`src/rtl/burst_pwm_pkg.sv`:
```
package burst_pwm_pkg;
    parameter int unsigned DEF_CNT_W = 16;
    parameter int unsigned DEF_NUM_W = 16;
    parameter int unsigned DEF_DT_W  = 8;

    typedef enum logic [1:0] {
        ACT_HOLD = 2'd0,
        ACT_SET  = 2'd1,
        ACT_CLR  = 2'd2
    } act_e;
endpackage

```
`src/rtl/burst_timebase.sv`:
```
module burst_timebase
    import burst_pwm_pkg::*;
#(
    parameter int unsigned CNT_W = DEF_CNT_W,
    parameter int unsigned NUM_W = DEF_NUM_W
) (
    input  logic             clk,
    input  logic             rst_n,
    input  logic             start,
    input  logic [NUM_W-1:0] num_in,
    input  logic [CNT_W-1:0] prd_in,
    input  logic [CNT_W-1:0] cmp_in,
    output logic             busy,
    output logic             done,
    output logic             raw_a
);
    typedef struct packed {
        logic             busy;
        logic             done;
        logic [CNT_W-1:0] ctr;
        logic [CNT_W-1:0] prd;
        logic [CNT_W-1:0] cmp;
        logic [NUM_W-1:0] num;
        logic [NUM_W-1:0] seen;
        logic             raw_a;
    } tb_state_t;

    tb_state_t q, d;
    act_e      act;

    always_comb begin
        d      = q;
        d.done = 1'b0;
        act    = ACT_HOLD;
        if (!q.busy) begin
            d.raw_a = 1'b0;
            if (start) begin
                if (num_in == '0) begin
                    d.done = 1'b1;
                end else begin
                    d.busy  = 1'b1;
                    d.ctr   = '0;
                    d.prd   = prd_in;
                    d.cmp   = cmp_in;
                    d.num   = num_in;
                    d.seen  = '0;
                end
            end
        end else begin
            if (q.ctr == q.prd)      act = ACT_CLR;
            else if (q.ctr == q.cmp) act = ACT_SET;
            case (act)
                ACT_SET: d.raw_a = 1'b1;
                ACT_CLR: d.raw_a = 1'b0;
                default: d.raw_a = q.raw_a;
            endcase
            if (q.ctr == q.prd) begin
                d.ctr  = '0;
                d.prd  = prd_in;
                d.cmp  = cmp_in;
                d.seen = q.seen + NUM_W'(1);
                if (q.seen == q.num - NUM_W'(1)) begin
                    d.busy  = 1'b0;
                    d.done  = 1'b1;
                    d.raw_a = 1'b0;
                end
            end else begin
                d.ctr = q.ctr + CNT_W'(1);
            end
        end
    end

    always_ff @(posedge clk or negedge rst_n) begin
        if (!rst_n) q <= '0;
        else        q <= d;
    end

    assign busy  = q.busy;
    assign done  = q.done;
    assign raw_a = q.raw_a;


    ctr_bound_chk: assert property (@(posedge clk) disable iff (!rst_n)
        q.busy |-> q.ctr <= q.prd);


    shadow_hold_chk: assert property (@(posedge clk) disable iff (!rst_n)
        (q.busy && q.ctr != '0) |-> ($stable(q.cmp) && $stable(q.prd)));


    start_ignored_chk: assert property (@(posedge clk) disable iff (!rst_n)
        (q.busy && start && q.ctr != q.prd) |=>
        (q.busy && (q.ctr - CNT_W'(1)) == $past(q.ctr)));


    idle_raw_low_chk: assert property (@(posedge clk) disable iff (!rst_n)
        !q.busy |-> !q.raw_a);
endmodule

```
`src/rtl/burst_deadband.sv`:
```
module burst_deadband #(
    parameter int unsigned DT_W = 8
) (
    input  logic            clk,
    input  logic            rst_n,
    input  logic            din,
    input  logic [DT_W-1:0] delay,
    output logic            dout
);
    localparam logic [DT_W-1:0] RUN_MAX = '1;

    typedef struct packed {
        logic [DT_W-1:0] run;
        logic            out;
    } db_state_t;

    db_state_t q, d;

    always_comb begin
        d.run = din ? ((q.run == RUN_MAX) ? q.run : q.run + DT_W'(1)) : '0;
        d.out = din && (q.run >= delay);
    end

    always_ff @(posedge clk or negedge rst_n) begin
        if (!rst_n) q <= '0;
        else        q <= d;
    end

    assign dout = q.out;


    fall_follow_chk: assert property (@(posedge clk) disable iff (!rst_n)
        !din |=> !dout);
endmodule

```
`src/rtl/burst_pwm_gen.sv`:
```
module burst_pwm_gen
    import burst_pwm_pkg::*;
#(
    parameter int unsigned CNT_W = DEF_CNT_W,
    parameter int unsigned NUM_W = DEF_NUM_W,
    parameter int unsigned DT_W  = DEF_DT_W
) (
    input  logic             clk,
    input  logic             rst_n,
    input  logic             start,
    input  logic [NUM_W-1:0] pulse_count,
    input  logic [CNT_W-1:0] period,
    input  logic [CNT_W-1:0] compare,
    input  logic [DT_W-1:0]  dead_rise,
    input  logic [DT_W-1:0]  dead_fall,
    output logic             busy,
    output logic             done,
    output logic             gate_hi,
    output logic             gate_lo
);
    localparam int unsigned NCH = 2;

    logic            raw_a;
    logic [NCH-1:0]  raw_ch;
    logic [DT_W-1:0] dly_ch [NCH];
    logic [NCH-1:0]  gate_ch;

    burst_timebase #(.CNT_W(CNT_W), .NUM_W(NUM_W)) u_tb (
        .clk    (clk),
        .rst_n  (rst_n),
        .start  (start),
        .num_in (pulse_count),
        .prd_in (period),
        .cmp_in (compare),
        .busy   (busy),
        .done   (done),
        .raw_a  (raw_a)
    );

    assign raw_ch[0] = raw_a;
    assign raw_ch[1] = busy & ~raw_a;
    assign dly_ch[0] = dead_rise;
    assign dly_ch[1] = dead_fall;

    for (genvar ch = 0; ch < NCH; ch++) begin : g_db
        burst_deadband #(.DT_W(DT_W)) u_db (
            .clk   (clk),
            .rst_n (rst_n),
            .din   (raw_ch[ch]),
            .delay (dly_ch[ch]),
            .dout  (gate_ch[ch])
        );
    end

    assign gate_hi = gate_ch[0];
    assign gate_lo = gate_ch[1];


    no_overlap_chk: assert property (@(posedge clk) disable iff (!rst_n)
        !(gate_hi && gate_lo));


    done_single_chk: assert property (@(posedge clk) disable iff (!rst_n)
        done |=> !done);


    done_idle_chk: assert property (@(posedge clk) disable iff (!rst_n)
        done |-> !busy);
endmodule

```
`config.mk`:
```
export PLATFORM = sky130hd
export DESIGN_NAME = burst_pwm_gen
export DESIGN_NICKNAME = d
export VERILOG_FILES = /design/src/rtl/burst_pwm_pkg.sv /design/src/rtl/burst_timebase.sv /design/src/rtl/burst_deadband.sv /design/src/rtl/burst_pwm_gen.sv
export SDC_FILE = /design/constraint.sdc
export NUM_CORES = 1
export LEC_CHECK = 0
export ABC_AREA = 1
export BUFFER_PORTS_ARGS = -buffer_cell sky130_fd_sc_hd__buf_2
export CAP_MARGIN = 10
export CELL_PAD_IN_SITES_DETAIL_PLACEMENT = 2
export CELL_PAD_IN_SITES_GLOBAL_PLACEMENT = 2
export CORE_AREA = 3 3 108 162
export CTS_BUF_LIST = sky130_fd_sc_hd__clkbuf_2 sky130_fd_sc_hd__clkbuf_4 sky130_fd_sc_hd__clkbuf_8
export DETAILED_ROUTE_END_ITERATION = 7
export DIE_AREA = 0 0 111 165
export PLACE_DENSITY_LB_ADDON = 0.1
export SYNTH_ARGS = -nofsm -noshare
export SYNTH_HDL_FRONTEND = slang
export SYNTH_SLANG_ARGS = --single-unit
```
`constraint.sdc`:
```
create_clock -name clk -period 2.53 [get_ports clk]
set_input_delay 0.3795 -clock clk [delete_from_list [all_inputs] [get_ports clk]]
set_output_delay 0.3795 -clock clk [all_outputs]
set_load 0.02 [all_outputs]
```
==> run metrics, run 1 <==
status=complete, no violations; Avg Cell Area, Syn=7.39 um^2; RSZ-0062 raised after global routing=false; GR Overflow Total=0; layout cells sized above 1=12.9%; Synth Flop Type=dfrtp_1; drt initial violations=127; worst hold path endpoint=u_tb.q[37]; Post-DP HPWL=15.2 mm; Post-Syn Area=6140 um^2; Critical Path Sink Type=flip-flop; post-route minimum period=2.24 ns; WL/cell=17.6 um; GPL Wtd Cong=0.850; Yosys reg bits=101; syn_nets=918; relative slew slack=54.7%; CP arrival=2.54 ns; Max Transition Viols Final=0; Worst Tran Pin Value=0.677 ns; Die H=165 um; CP Class=flip-flop to flip-flop; GRT Total Usage=22.5%; post-place setup slack=0.189 ns; detailed-route DRC error count=0; Vias/cell=5.16; Fin Setup TNS=0 ns; cts bufs inserted=9; Max Root-Sink Buffers=2; port bufs=70; most used cell along the critical path=nand2_1; clk_skew=0.0124 ns; WP data required=2.83 ns; Power Density=682 nW/um^2; io pins=71; leakage dissipation=3.63 nW; P&R area growth vs syn=12.8%; setup ws final=0.294 ns; Fmax achieved=447 MHz; core footprint=16200 um^2; post-synthesis sequential area ratio=41.2%; Reg-to-Reg Start=u_tb.q[77]; initial antenna violation count=0; die footprint=18300 um^2; FP Rows=57; Tightest Hold Check Type=input pin to flip-flop; CP cell instances=inv_1 > nand2_1 > nand2_1 > nor2_1 > nand2_1 > nor2_2 > nand2_4 > nand2_8 > nand2_8 > clkinv_8 > nand2_1 > o21ai_1; Setup violations, final=0; Synth Instances=830; Via Count=5756; diode count=0; WHS Path Cells=3; Initial Util=37.9%; CP Max Fanout=58; Post-synth ARST share=100%; slowest CP cell=dfrtp_1; startpoint types=flip-flop; Worst Hold Slack=0.178 ns; clk slew on worst S/H paths=0.11 ns; H-tree depth=3; r2r worst-path depth=12; final worst path period share=88.4%; total power=4.72 mW; number of synthesized flops with an enable pin=0; yosys warns=0; CTS tree=built; Worst R2R Setup Slack=0.29 ns; root buffer cell=clkbuf_8; remaining antenna violation count=0; CP peak stage delay=0.44 ns; Final Hold Fails=0; Synth cell types=38; Max VDD drop=0.000370 V; number of global-route vias before repair=6618; Max-cap violations=0; Nets=992; min-delay src=compare[4]; Worst R2R End=u_tb.q[54]; Worst-Skew Late Latency=0.39 ns; drt pass-1 iters=4; Die Wd=111 um; first-pass GRT wire length=33.1 mm; final WL=19.6 mm; Sink Count=101; largest net degree at the start of global routing=59
how the worst max path moves through the flow:
| stage | from | endpoint | slack (ns) | cells past startpoint |
|---|---|---|---|---|
| detailed placement | pulse_count[4] | u_tb.q[49] | 0.19 | 10 |
| global route | u_tb.q[77] | u_tb.q[54] | 0.06 | 12 |
| floorplan | pulse_count[14] | u_tb.q[38] | 0.91 | 12 |
| CTS | u_tb.q[77] | u_tb.q[54] | 0.04 | 12 |
| finish | u_tb.q[77] | u_tb.q[54] | 0.29 | 12 |
| global placement | pulse_count[6] | u_tb.q[76] | 0.35 | 10 |
Yosys cell counts, types with 5 or more instances:
master    instances  area, um^2
nor2_1           65         244
nor3_1           19        95.1
dfrtp_1         101        2530
xor2_1           30         263
a21oi_1          16        80.1
nand2_1         241         905
nand3_1          51         255
clkbuf_1          9        33.8
inv_1           117         439
nand4_1          16         100
buf_2             5        25.0
xnor2_1          16         140
o21ai_0          70         350
nand2_2           9        56.3
ha_1             21         263
final cells by class:
| class | instances | area (um^2) |
|---|---|---|
| Inverter | 120 | 463 |
| Multi-Input combinational cell | 590 | 3040 |
| Sequential cell | 101 | 2530 |
| Clock inverter | 4 | 30.0 |
| Tap cell | 206 | 258 |
| Clock buffer | 12 | 159 |
| Fill cell | 1957 | 9270 |
| Timing Repair Buffer | 82 | 445 |
power breakdown:
group,switching [mW],internal (mW),leakage [nW]
registers,0.364,1.89,1.26
clock network,0.627,0.430,0.0968
logic,0.846,0.563,2.27
total,1.84,2.88,3.63
stage by stage:
| stage | util [%] | cells | area, um^2 |
|---|---|---|---|
| after CTS | 42.7 | 1115 | 6910 |
| after detailed placement | 41.5 | 1098 | 6710 |
| after global placement | 41.5 | 1098 | 6710 |
| after floorplan | - | 830 | 6140 |
| final | 42.7 | 1115 | 6920 |
| after global routing | 42.7 | 1115 | 6920 |
cells in the final DEF (no fill, tap or decap), drive strengths merged, types with 19 or more instances in the layout:
cell type  instances
buf               81
ha                21
dfrtp            101
o21ai             70
xor2              30
nor3              19
nand2            253
nor2              67
nand3             51
inv              121
critical path, delay by kind of cell (launching register included):
| family | cells | cell delay [ns] |
|---|---|---|
| flops | 1 | 0.44 |
| simple gates | 9 | 1.17 |
| buf+inv | 2 | 0.39 |
| compound gates | 1 | 0.14 |
cells by family after synthesis:
kind of cell	count (synthesis)	share of synthesized area (%)
and+or+nand+nor	417	29.2
AOI/OAI and AO/OA	106	9.42
xor gates and xnor gates	46	6.57
DFF	101	41.2
adders and majority gates	21	4.28
buffers and inverters	139	9.30
routing by layer:
metal  GRT usage [%]  up-vias  routed length, um
met1            24.0     2893               7610
met3            2.86       21                363
met4            6.22        0                363
li1                -     2779                  -
met5               0        -                  0
met2            45.8       63              11300
state kept, by name, summed over array words and instances, names as in the netlist:
register,flops
g_db.u_db.dout,2
u_tb.busy,1
u_tb.done,1
g_db.u_db.q,16
u_tb.q,80
u_tb.raw_a,1
repair_timing:
item | 4_1_cts | 5_1_grt
hold buffers | 1 | 0
gates resized for setup | 0 | 3
setup endpoints to repair | 0 | 10
setup buffers | 0 | 0
hold endpoints to repair | 7 | 0
Power figures use the tool's default switching activity.
==> inputs of run 2 (changes only) <==
Settings changed: CELL_PAD_IN_SITES_DETAIL_PLACEMENT 2 to default, CELL_PAD_IN_SITES_GLOBAL_PLACEMENT 2 to default, CORE_AREA 3 3 108 162 to 3 3 95 142, DIE_AREA 0 0 111 165 to 0 0 98 145.
==> run 2 against run 1 <==
Worst hold slack improved by 0.027 ns. Register-to-register slack improved by 0.06 ns. Non-clock buffer count decreased by 5.
==> run metrics, run 2 (synthesized netlist as in run 1, its figures left out) <==
H-tree depth=3; clk_skew=0.0136 ns; Setup violations, final=0; commonest non-fill, non-tap cell in the layout=nand2_1; WHS Path Cells=3; Initial Util=49.3%; Via Count=5406; P&R area growth vs syn=11.7%; WP data required=2.80 ns; initial antenna violation count=0; port bufs=70; drt pass-1 iters=7; combinational power share=28.1%; internal power component=3.02 mW; clk slew on worst S/H paths=0.10 ns; Max-cap violations=0; Die Wd=98 um; first-pass GRT wire length=24.9 mm; Fin Setup TNS=0 ns; leakage dissipation=3.62 nW; post-route minimum period=2.17 ns; number of global-route vias before repair=5461; max reg flops=80; CTS tree=built; largest net degree at the start of global routing=59; Critical Path Sink Type=flip-flop; remaining antenna violation count=0; detailed-route DRC error count=0; Post-CTS Repair Setup Buffers=0; GR Overflow Total=0; fin cells=1060; clock network power share=24.1%; Max Transition Viols Final=0; Worst Tran Pin Value=0.791 ns; Worst Hold Slack=0.206 ns; most frequent cells in the layout=241 x nand2_1, 117 x inv_1, 101 x dfrtp_1; Post-DP Area=6630 um^2; startpoint types=flip-flop; Nets=987; cell area after layout=6850 um^2; Max VDD drop=0.000436 V; Fmax achieved=460 MHz; r2r worst-path depth=11; final WL=14.6 mm; placed cells=1043; root buffer cell=clkbuf_8; FP Rows=50; core footprint=12400 um^2; layout cells sized above 1=12.4%; Sink Count=101; Max Root-Sink Buffers=2; Worst R2R End=u_tb.q[59]; diode count=0; Vias/cell=5.10; CP Max Fanout=58; drt initial violations=218; Reg-to-Reg Start=u_tb.q[73]; RSZ-0062 raised after global routing=false; Die H=145 um; GPL Wtd Cong=0.910; min-delay src=compare[15]; WL/cell=13.7 um; post-CTS sizing=0; GRT Total Usage=21.1%; Worst R2R Setup Slack=0.36 ns; Power Density=683 nW/um^2; Post-DP HPWL=11.1 mm; CP Class=flip-flop to flip-flop; io pins=71; cts bufs inserted=9; Flop pwr share=47.8%; die footprint=14200 um^2; CP arrival=2.44 ns; worst hold path endpoint=u_tb.q[48]; sw power=1.66 mW; relative slew slack=47.3%; final worst path period share=85.9%; sw frac=35.5%; Tightest Hold Check Type=input pin to flip-flop; Final Hold Fails=0; status=complete, no violations; Worst-Skew Late Latency=0.36 ns; most flop-heavy register=u_tb.q
==> run 2: through the flow <==
stage | worst slack [ns] | power (mW) | utilization, %
floorplan | 0.906 | 3.17 | -
global placement | 0.410 | 3.51 | 53.2
detailed placement | 0.325 | 3.58 | 53.2
CTS | 0.348 | 4.73 | 55.1
global route | 0.160 | 5.06 | 55.1
finish | 0.357 | 4.68 | 55.1
==> run 2: area by class of cell <==
class / instances / area, um^2
multi-input cells: 590 / 3040
fillers: 1227 / 5600
repair buffers: 77 / 420
well taps: 156 / 195
clock inverters: 6 / 86.3
flip-flops and latches: 101 / 2530
inverters: 120 / 455
clock buffers: 10 / 131
==> run 2: how the worst max path moves through the flow <==
stage | end | cells after the start | from | slack [ns]
CTS | u_tb.q[59] | 11 | u_tb.q[73] | 0.35
finish | u_tb.q[59] | 11 | u_tb.q[73] | 0.36
global placement | u_tb.q[76] | 10 | pulse_count[6] | 0.41
global route | u_tb.q[55] | 12 | u_tb.q[73] | 0.16
floorplan | u_tb.q[38] | 12 | pulse_count[14] | 0.91
detailed placement | u_tb.q[59] | 10 | pulse_count[4] | 0.32
==> run 2: worst max-delay path: stages (launching register included) <==
cell and delay, ns:
dfrtp_1 0.44, inv_1 0.21, nand2_1 0.09, nand2_1 0.06
nor2_1 0.03, nand2_1 0.06, nor2_2 0.06, nand2_4 0.13
nand2_8 0.09, nand2_8 0.19, clkinv_4 0.37, o21ai_0 0.33
==> run 2: power groups by stage <==
stage / sequential (mW) / combinational, mW / clock [mW]
floorplan: 2.15 / 1.03 / 0
global placement: 2.26 / 1.25 / 0
detailed placement: 2.27 / 1.31 / 0
CTS: 2.24 / 1.32 / 1.17
global route: 2.29 / 1.54 / 1.24
finish: 2.24 / 1.31 / 1.13
==> run 2: repair_timing <==
| action | in CTS | in global routing |
|---|---|---|
| endpoints found under the hold margin | 30 | 0 |
| hold buffers | 1 | 0 |
| endpoints found under the setup margin | 0 | 0 |
==> run 2: metal layers <==
metal	vias up	GRT usage, %	share of wire [%]
met5	-	0	0
met1	2494	24.7	41
li1	2772	-	-
met4	0	7.76	2.8
met2	107	38.6	53
met3	33	2.89	3.2
==> inputs of run 3 (changes only) <==
Settings changed: CORE_AREA 3 3 95 142 to 3 3 87 130, CTS_CLUSTER_SIZE from default to 24, DIE_AREA 0 0 98 145 to 0 0 90 133.
==> run 3 against run 2 <==
Die area shrank 16%. Clock power shrank 7%. Global-route usage grew 3.7 points. Maximum frequency grew 0.53%. Clock skew shrank 0.0059 ns. Worst setup slack gained 0.011 ns.
==> run metrics, run 3 (synthesized netlist as in run 1, its figures left out) <==
Fin Setup TNS=0 ns; Nets=987; Worst-Skew Late Latency=0.37 ns; most frequent cells in the layout=241 x nand2_1, 117 x inv_1, 101 x dfrtp_1; GPL Wtd Cong=0.886; status=complete, no violations; remaining antenna violation count=0; GRT Total Usage=24.8%; Max VDD drop=0.000454 V; initial antenna violation count=0; Setup violations, final=0; die footprint=12000 um^2; first-pass GRT wire length=24.2 mm; detailed-route DRC error count=0; Max Transition Viols Final=0; Max Root-Sink Buffers=2; most flop-heavy register=u_tb.q; diode count=0; drt initial violations=289; WL/cell=13.5 um; io pins=71; CP peak stage delay=0.65 ns; fin cells=1045; final WL=14.1 mm; core footprint=10200 um^2; Fmax achieved=463 MHz; clk slew on worst S/H paths=0.10 ns; final worst path period share=85.4%; commonest non-fill, non-tap cell in the layout=nand2_1; Final Hold Fails=0; relative slew slack=52.0%; Sink Count=101; cts bufs inserted=9; Max-cap violations=0; delay-heaviest family, CP=simple AND/OR/NAND/NOR gates; max reg flops=80; port bufs=70; CP Class=flip-flop to flip-flop; Die H=133 um; startpoint types=flip-flop; CP Max Fanout=9; WP data required=2.85 ns; Via Count=5498; P&R area growth vs syn=11.1%; leakage dissipation=3.61 nW; RSZ-0062 raised after global routing=false; Power Density=674 nW/um^2; Post-DP HPWL=10.7 mm; CP cell instances=inv_1 > nor2_1 > nand4_1 > o21ai_0 > o21a_1; clk_skew=0.00773 ns; WP buf/inv=1; Die Wd=90 um; number of global-route vias before repair=5421; post-CTS sizing=0; fin util=66.5%; Vias/cell=5.26; FP Rows=45; H-tree depth=3; Worst Tran Pin Value=0.720 ns; largest net degree at the start of global routing=59; root buffer cell=clkbuf_8; placed cells=1028; Tightest Hold Check Type=input pin to flip-flop; slowest CP cell=dfrtp_1; CTS tree=built; Initial Util=59.9%; CP arrival=2.48 ns; layout cells sized above 1=12.4%; post-route minimum period=2.16 ns; GR Overflow Total=0; drt pass-1 iters=5; Critical Path Sink Type=flip-flop; Filler cells=932
[run 3: changes by cell type in the layout (fill, tap and decap cells not counted), sizes merged]
cell      before  now
bufinv         2    1
clkinvlp       1    0
inv          120  119
clkinv         3    6
[run 3: per-stage QoR]
stage	worst slack [ns]	power, mW	area, um^2	hold slack [ns]
4_1_cts	0.369	4.62	6820	0.174
3_5_place_dp	0.315	3.57	6610	0.356
3_3_place_gp	0.428	3.49	6610	0.340
5_1_grt	0.135	4.93	6820	0.193
6_report	0.369	4.59	6820	0.194
2_1_floorplan	0.906	3.17	6140	0.0839
[run 3: worst min-delay path, cell delays in order]
cell and delay (ns):
buf_2 0.07, nand2_1 0.04, nand2_1 0.04
[run 3: repair_timing]
item / 4_1_cts / 5_1_grt
endpoints found under the hold margin: 31 / 0
buffers inserted: 0 / 0
hold buffers: 1 / 0
[run 3: area by class of cell]
class	instances	area (um^2)	area share [%]
flip-flops and latches	101	2530	37.1
clock inverters	6	62.6	0.918
repair buffers	77	420	6.17
inverters	120	455	6.68
well taps	141	176	2.59
clock buffers	10	138	2.02
multi-input cells	590	3040	44.6
[run 3: metal layers]
layer	GRT usage (%)	part of all wire [%]	up-vias
li1	-	-	2780
met1	28.7	40	2551
met2	45.4	53	129
met3	3.64	3.6	38
met4	10.3	3.2	0
met5	0	0	-
[run 3: worst paths after layout]
check	from	end	slack, ns	depth (start not counted)
worst max-delay path	u_tb.busy	g_db[1].u_db.q[5]	0.37	5
worst min register to register	u_tb.q[56]	u_tb.q[56]	0.51	2
worst min-delay path	period[13]	u_tb.q[62]	0.19	3
worst max register to register	u_tb.busy	g_db[1].u_db.q[5]	0.37	5
max in group asynchronous	rst_n	u_tb.q[53]	1.40	3
min in group asynchronous	rst_n	g_db[0].u_db.q[3]	0.49	2
[run 3: where the power goes]
group	switching [mW]	total (mW)	internal [mW]
Clock	0.571	1.05	0.483
Sequential	0.340	2.23	1.89
Combinational	0.748	1.31	0.561
Total	1.66	4.59	2.93
